`src/rtl/mesi_pkg.sv`:
```
package mesi_pkg;

    typedef enum logic [1:0] {
        ST_I = 2'b00,
        ST_S = 2'b01,
        ST_E = 2'b10,
        ST_M = 2'b11
    } line_st_e;

    typedef enum logic [1:0] {
        OP_NONE = 2'b00,
        OP_RD   = 2'b01,
        OP_RDX  = 2'b10,
        OP_UPGR = 2'b11
    } bus_op_e;

    typedef struct packed {
        line_st_e nxt;
        bus_op_e  op;
    } cpu_res_t;

    typedef struct packed {
        line_st_e nxt;
        logic     flush;
        logic     supply;
        logic     hold;
    } snp_res_t;

endpackage

```
`src/rtl/mesi_cpu_fsm.sv`:
```
module mesi_cpu_fsm
    import mesi_pkg::*;
(
    input  line_st_e cur,
    input  logic     req,
    input  logic     wr,
    input  logic     shared_in,
    output cpu_res_t res
);
    always_comb begin
        res.nxt = cur;
        res.op  = OP_NONE;
        if (req) begin
            unique case (cur)
                ST_I: begin
                    if (wr) begin
                        res.nxt = ST_M;
                        res.op  = OP_RDX;
                    end else begin
                        res.nxt = shared_in ? ST_S : ST_E;
                        res.op  = OP_RD;
                    end
                end
                ST_S: begin
                    if (wr) begin
                        res.nxt = ST_M;
                        res.op  = OP_UPGR;
                    end
                end
                ST_E: begin
                    if (wr) begin
                        res.nxt = ST_M;
                    end
                end
                ST_M: begin
                    res.nxt = ST_M;
                end
                default: begin
                    res.nxt = cur;
                end
            endcase
        end
    end
endmodule

```
`src/rtl/mesi_snoop_fsm.sv`:
```
module mesi_snoop_fsm
    import mesi_pkg::*;
(
    input  line_st_e cur,
    input  logic     vld,
    input  bus_op_e  op,
    output snp_res_t res
);
    always_comb begin
        res.nxt    = cur;
        res.flush  = 1'b0;
        res.supply = 1'b0;
        res.hold   = 1'b0;
        if (vld && cur != ST_I) begin
            unique case (op)
                OP_RD: begin
                    res.nxt    = ST_S;
                    res.hold   = 1'b1;
                    res.supply = (cur == ST_E) || (cur == ST_M);
                    res.flush  = (cur == ST_M);
                end
                OP_RDX, OP_UPGR: begin
                    res.nxt   = ST_I;
                    res.flush = (cur == ST_M);
                end
                default: begin
                    res.nxt = cur;
                end
            endcase
        end
    end
endmodule

```
`src/rtl/mesi_state_store.sv`:
```
module mesi_state_store
    import mesi_pkg::*;
#(
    parameter  int LINES = 16,
    localparam int IDX_W = (LINES > 1) ? $clog2(LINES) : 1
) (
    input  logic                   clk,
    input  logic                   rst_n,
    input  logic                   cpu_we,
    input  logic [IDX_W-1:0]       cpu_idx,
    input  line_st_e               cpu_st,
    input  logic                   snp_we,
    input  logic [IDX_W-1:0]       snp_idx,
    input  line_st_e               snp_st,
    output logic [LINES-1:0][1:0]  lines_q
);
    logic [LINES-1:0][1:0] lines_d;

    for (genvar g = 0; g < LINES; g++) begin : g_line
        always_comb begin
            lines_d[g] = lines_q[g];
            if (cpu_we && cpu_idx == IDX_W'(g)) begin
                lines_d[g] = cpu_st;
            end else if (snp_we && snp_idx == IDX_W'(g)) begin
                lines_d[g] = snp_st;
            end
        end
    end

    always_ff @(posedge clk) begin
        if (!rst_n) begin
            lines_q <= '0;
        end else begin
            lines_q <= lines_d;
        end
    end
endmodule

```
`src/rtl/mesi_snoop_ctrl.sv`:
```
module mesi_snoop_ctrl
    import mesi_pkg::*;
#(
    parameter  int LINES = 16,
    localparam int IDX_W = (LINES > 1) ? $clog2(LINES) : 1
) (
    input  logic             clk,
    input  logic             rst_n,
    input  logic             cpu_valid,
    input  logic             cpu_write,
    input  logic [IDX_W-1:0] cpu_idx,
    input  logic             shared_in,
    input  logic             snoop_valid,
    input  logic [1:0]       snoop_op,
    input  logic [IDX_W-1:0] snoop_idx,
    input  logic [IDX_W-1:0] look_idx,
    output logic [1:0]       look_state,
    output logic [1:0]       bus_op,
    output logic [IDX_W-1:0] bus_idx,
    output logic             flush,
    output logic             supply,
    output logic             hold
);
    typedef struct packed {
        bus_op_e          op;
        logic [IDX_W-1:0] idx;
        logic             flush;
        logic             supply;
        logic             hold;
    } resp_t;

    logic [LINES-1:0][1:0] lines_q;
    line_st_e              snp_cur;
    line_st_e              cpu_cur;
    snp_res_t              snp_res;
    cpu_res_t              cpu_res;
    logic                  collide;
    resp_t                 resp_d;
    resp_t                 resp_q;

    assign snp_cur = line_st_e'(lines_q[snoop_idx]);

    mesi_snoop_fsm u_snoop (
        .cur (snp_cur),
        .vld (snoop_valid),
        .op  (bus_op_e'(snoop_op)),
        .res (snp_res)
    );

    assign collide = snoop_valid && (snoop_idx == cpu_idx);
    assign cpu_cur = collide ? snp_res.nxt : line_st_e'(lines_q[cpu_idx]);

    mesi_cpu_fsm u_cpu (
        .cur       (cpu_cur),
        .req       (cpu_valid),
        .wr        (cpu_write),
        .shared_in (shared_in),
        .res       (cpu_res)
    );

    mesi_state_store #(.LINES(LINES)) u_store (
        .clk     (clk),
        .rst_n   (rst_n),
        .cpu_we  (cpu_valid),
        .cpu_idx (cpu_idx),
        .cpu_st  (cpu_res.nxt),
        .snp_we  (snoop_valid),
        .snp_idx (snoop_idx),
        .snp_st  (snp_res.nxt),
        .lines_q (lines_q)
    );

    always_comb begin
        resp_d        = '0;
        resp_d.op     = cpu_res.op;
        resp_d.idx    = (cpu_res.op != OP_NONE) ? cpu_idx : '0;
        resp_d.flush  = snp_res.flush;
        resp_d.supply = snp_res.supply;
        resp_d.hold   = snp_res.hold;
    end

    always_ff @(posedge clk) begin
        if (!rst_n) begin
            resp_q <= '0;
        end else begin
            resp_q <= resp_d;
        end
    end

    assign look_state = lines_q[look_idx];
    assign bus_op     = resp_q.op;
    assign bus_idx    = resp_q.idx;
    assign flush      = resp_q.flush;
    assign supply     = resp_q.supply;
    assign hold       = resp_q.hold;
endmodule

```
`config.mk`:
```
export PLATFORM = sky130hd
export DESIGN_NAME = mesi_snoop_ctrl
export DESIGN_NICKNAME = d
export VERILOG_FILES = /design/src/rtl/mesi_pkg.sv /design/src/rtl/mesi_cpu_fsm.sv /design/src/rtl/mesi_snoop_fsm.sv /design/src/rtl/mesi_state_store.sv /design/src/rtl/mesi_snoop_ctrl.sv
export SDC_FILE = /design/constraint.sdc
export NUM_CORES = 1
export LEC_CHECK = 0
export ABC_AREA = 1
export BUFFER_PORTS_ARGS = -buffer_cell sky130_fd_sc_hd__buf_2
export CAP_MARGIN = 20
export CORE_MARGIN = 10
export CORE_UTILIZATION = 65
export DETAILED_ROUTE_END_ITERATION = 16
export PLACE_DENSITY = 0.86
export SLEW_MARGIN = 0
export SYNTH_ARGS = -nofsm -noshare
export SYNTH_HDL_FRONTEND = slang
export SYNTH_HIERARCHICAL = 1
export SYNTH_SLANG_ARGS = --single-unit
```
`constraint.sdc`:
```
create_clock -name clk -period 4.8 [get_ports clk]
set_input_delay 0.96 -clock clk [delete_from_list [all_inputs] [get_ports clk]]
set_output_delay 0.96 -clock clk [all_outputs]
set_load 0.1 [all_outputs]
```
==> metrics list <==
- Number of remaining DRC errors: 0
* Yosys top cell area share: 0.236
- The most common cell in the synthesized netlist is nand2_1.
- Number of maximum-capacitance constraint violations: 0
- At the pin with the least slew margin, the transition time is between 0.6 and 0.7 ns.
- The detailed router finished its first iteration with ~600 violations.
- The H-tree generated during clock tree synthesis spans 2 levels.
- Mapped Cells: between 600 and 700
- TritonCTS built the clock tree.
- Total power after layout: approximately 0.90 mW
- Hold WC Path Type: reg2reg
- Slew margin rel.: 0.539
- The core region is 5140 um^2.
* Routed wirelength normalized by instance count: about 16 um
- Unrepaired setup endpoints after global routing: no
- Tot GR Track Use: 0.260
- The initial utilization of the core area, before any placement, comes to 0.678.
- Run status: finished clean
- 0 antenna diodes ended up in the layout.
- Total of hold buffers inserted after clock tree synthesis: 0
- Total of cells resized after clock tree synthesis: 0
- For this design the static power due to leakage is 1.80 nW.
* Count of cells along the worst register-to-register path: 19
- Die X-Extent: between 90 and 100 um
- Aggregate global routing overflow: 0
- Number of nets with antenna violations after routing: 0
- The worst setup path is launched from a primary input.
* Die Footprint: between 8000 and 9000 um^2
* Power density of the placed cells: approximately 240 nW/um^2
* Clock insertion delay at the later pin of the skew report: 0.30 ns
- In the final design database the tool counted approximately 650 nets.
- The share of total power dissipated in the clock network is 0.325.
* Number of global-route vias before repair: between 3000 and 4000
- Across the VDD grid, the largest voltage drop is roughly 0.17 mV.
- Placement row count: 26
* Number of vias after detailed routing: ~4200
- The clock drives 41 sinks.
* Part of the total power dissipated in sequential elements: 0.395
- Global-route wire length before repair: ~18 mm
- Pin count of the biggest net entering global routing: 35
- Combinational share of power: 0.280
- The number of slew-limit violations in the final report is 0.
* Final period utilization: 0.778
* Number of failing hold endpoints at the final stage: 0
* Routed wire length: 11.4 mm
- After clock tree synthesis, the clock-pin slew on the worst setup and hold paths is ~0.070 ns.
- Time the final worst path needs with I/O delays and setup: around 3.7 ns
* Max FO, Critical Path: 24
- Die height: about 93 um
* Dominant cells by area after synthesis: dfxtp_1 24%, nand3_1 19%, nand2_1 18%
* Net switching share of the total power: 0.358
* Setup TNS: 0 ns
* Startpoint-to-endpoint class of the critical path: in2reg
- Async set or reset register ratio after synthesis: 0
- Share of layout cells above drive strength 1: 0.110
* Num CTS Buffers: 5
- Crit path arrival time: approximately 3.9 ns
* Initial antenna violation count: 0
- Cell area after synthesis: 3480 um^2
- Static timing analysis puts the maximum clock frequency at 0.268 GHz.
- No sink is reached through more buffers than the 2 on the longest clock path.
* Syn-to-layout area delta: 6.18%
- Cell-internal power: 0.578 mW
- Data on the critical path is required at its endpoint by roughly 5 ns.
- For this run, the register share of the synthesized area comes to 0.236.
* Net count after synthesis: 633
- Number of enable flip-flop cells after synthesis: 0
- Cell area reported after detailed placement: ~3600 um^2
* Clk Tree Root Cell: clkbuf_8
* Power spent charging and discharging nets: between 0.3 and 0.4 mW
* Post-route design area: 3700 um^2
* Final weighted congestion in routability-driven placement: roughly 1.0
- Yosys reg bits: a little over 40
* Most used standard cells in the synthesized netlist: 166 x nand2_1, 130 x nand3_1, 83 x inv_1
* Worst hold stages: 2
- Port Buffers: 30
- First-pass detailed-route iteration total: 6
* Number of warning messages in the yosys log: 6
- Setup fix buffers added after clock tree synthesis: 0
- Clock skew on the completed layout was measured at ~0.010 ns.
* Type of destination of the critical path: flip-flop
- In the routed layout, each cell is associated on average with a via count of about 6.
- Number of failing setup endpoints in the final timing report: 0
- Number of primary I/O pins: 31
- A synthesized cell averages 5.68 um^2.
* Yosys top cell by area: dfxtp_1
- Dpl hpwl: 8.56 mm
- Commonest register cell after synthesis: dfxtp_1
- Synthesis instantiated 28 different standard cells from the library.
[registers in the layout, summed over array words and instances (netlist names)]
signal	count
u_store/lines_q	32
flush	1
bus_op	2
hold	1
supply	1
bus_idx	4
[cell usage in the layout (no fill, tap or decap), drive strengths merged]
cell	n
inv	90
dfxtp	41
clkbuf	7
bufinv	1
o211ai	9
nor3	1
clkinv	6
nand2	174
a21oi	45
nand3	137
buf	31
o21ai	24
nor2	44
nand4	14
o22ai	2
or2	1
[power by group through the flow]
stage / registers [mW] / clock network (mW) / logic, mW
finish: 0.356 / 0.293 / 0.253
detailed placement: 0.363 / 0 / 0.244
floorplan: 0.384 / 0 / 0.166
global placement: 0.363 / 0 / 0.240
CTS: 0.355 / 0.295 / 0.246
global route: 0.356 / 0.302 / 0.276
[critical path, cell delays in order]
cell      delay [ns]
buf_2           0.34
inv_4           0.15
a21oi_1         0.18
o21ai_1         0.09
nand3_1         0.07
nand3_1         0.07
nand2_1         0.11
inv_1           0.05
nand2_1         0.05
nand2_1         0.07
nand2_1         0.32
nand4_1         0.14
nand2_1         0.12
inv_1           0.07
nand3_1         0.32
clkinv_1        0.37
nand4_1         0.20
nand3_1         0.13
a21oi_1         0.14
[final timing paths]
check / startpoint / to / slack (ns)
setup / recovery: snoop_idx[0] / u_store/lines_q[0]$_SDFFE_PN0P_ / 1.07
hold / removal: u_store/lines_q[6]$_SDFFE_PN0P_ / u_store/lines_q[6]$_SDFFE_PN0P_ / 0.50
setup reg to reg: u_store/lines_q[27]$_SDFFE_PN0P_ / u_store/lines_q[1]$_SDFFE_PN0P_ / 1.68
hold reg to reg: u_store/lines_q[6]$_SDFFE_PN0P_ / u_store/lines_q[6]$_SDFFE_PN0P_ / 0.50
[through the flow]
step | std cells | hold slack (ns) | setup WS (ns) | util
after floorplan | 613 | 0.443 | 1.63 | -
after global placement | 689 | 0.454 | 0.946 | 0.697
after detailed placement | 689 | 0.480 | 0.920 | 0.697
after CTS | 697 | 0.491 | 1.19 | 0.720
after global routing | 697 | 0.532 | 0.776 | 0.720
final | 697 | 0.496 | 1.07 | 0.720
[final cells by class]
class                      count  area [um^2]
multi-input combinational    451         2150
fill                         494         1440
sequential                    41          821
inverter                      96          365
timing repair buffer          31          158
tap                           70         87.6
clock buffer                   7         86.3
clock inverter                 1         30.0
[logic make-up after synthesis]
logic type,after synthesis,share of synthesized area
and+or+nand+nor,371,0.494
buffers and inverters,121,0.147
AOI/OAI and AO/OA,80,0.123
DFF,41,0.236
[metal layers]
metal | GRT usage | vias up | part of all wire
met5 | 0 | - | 0
met1 | 0.307 | 1838 | 0.39
met4 | 0.154 | 0 | 0.044
li1 | - | 2020 | -
met3 | 0.0703 | 52 | 0.12
met2 | 0.413 | 257 | 0.44
Note: power is estimated with default switching activity, not from simulation.
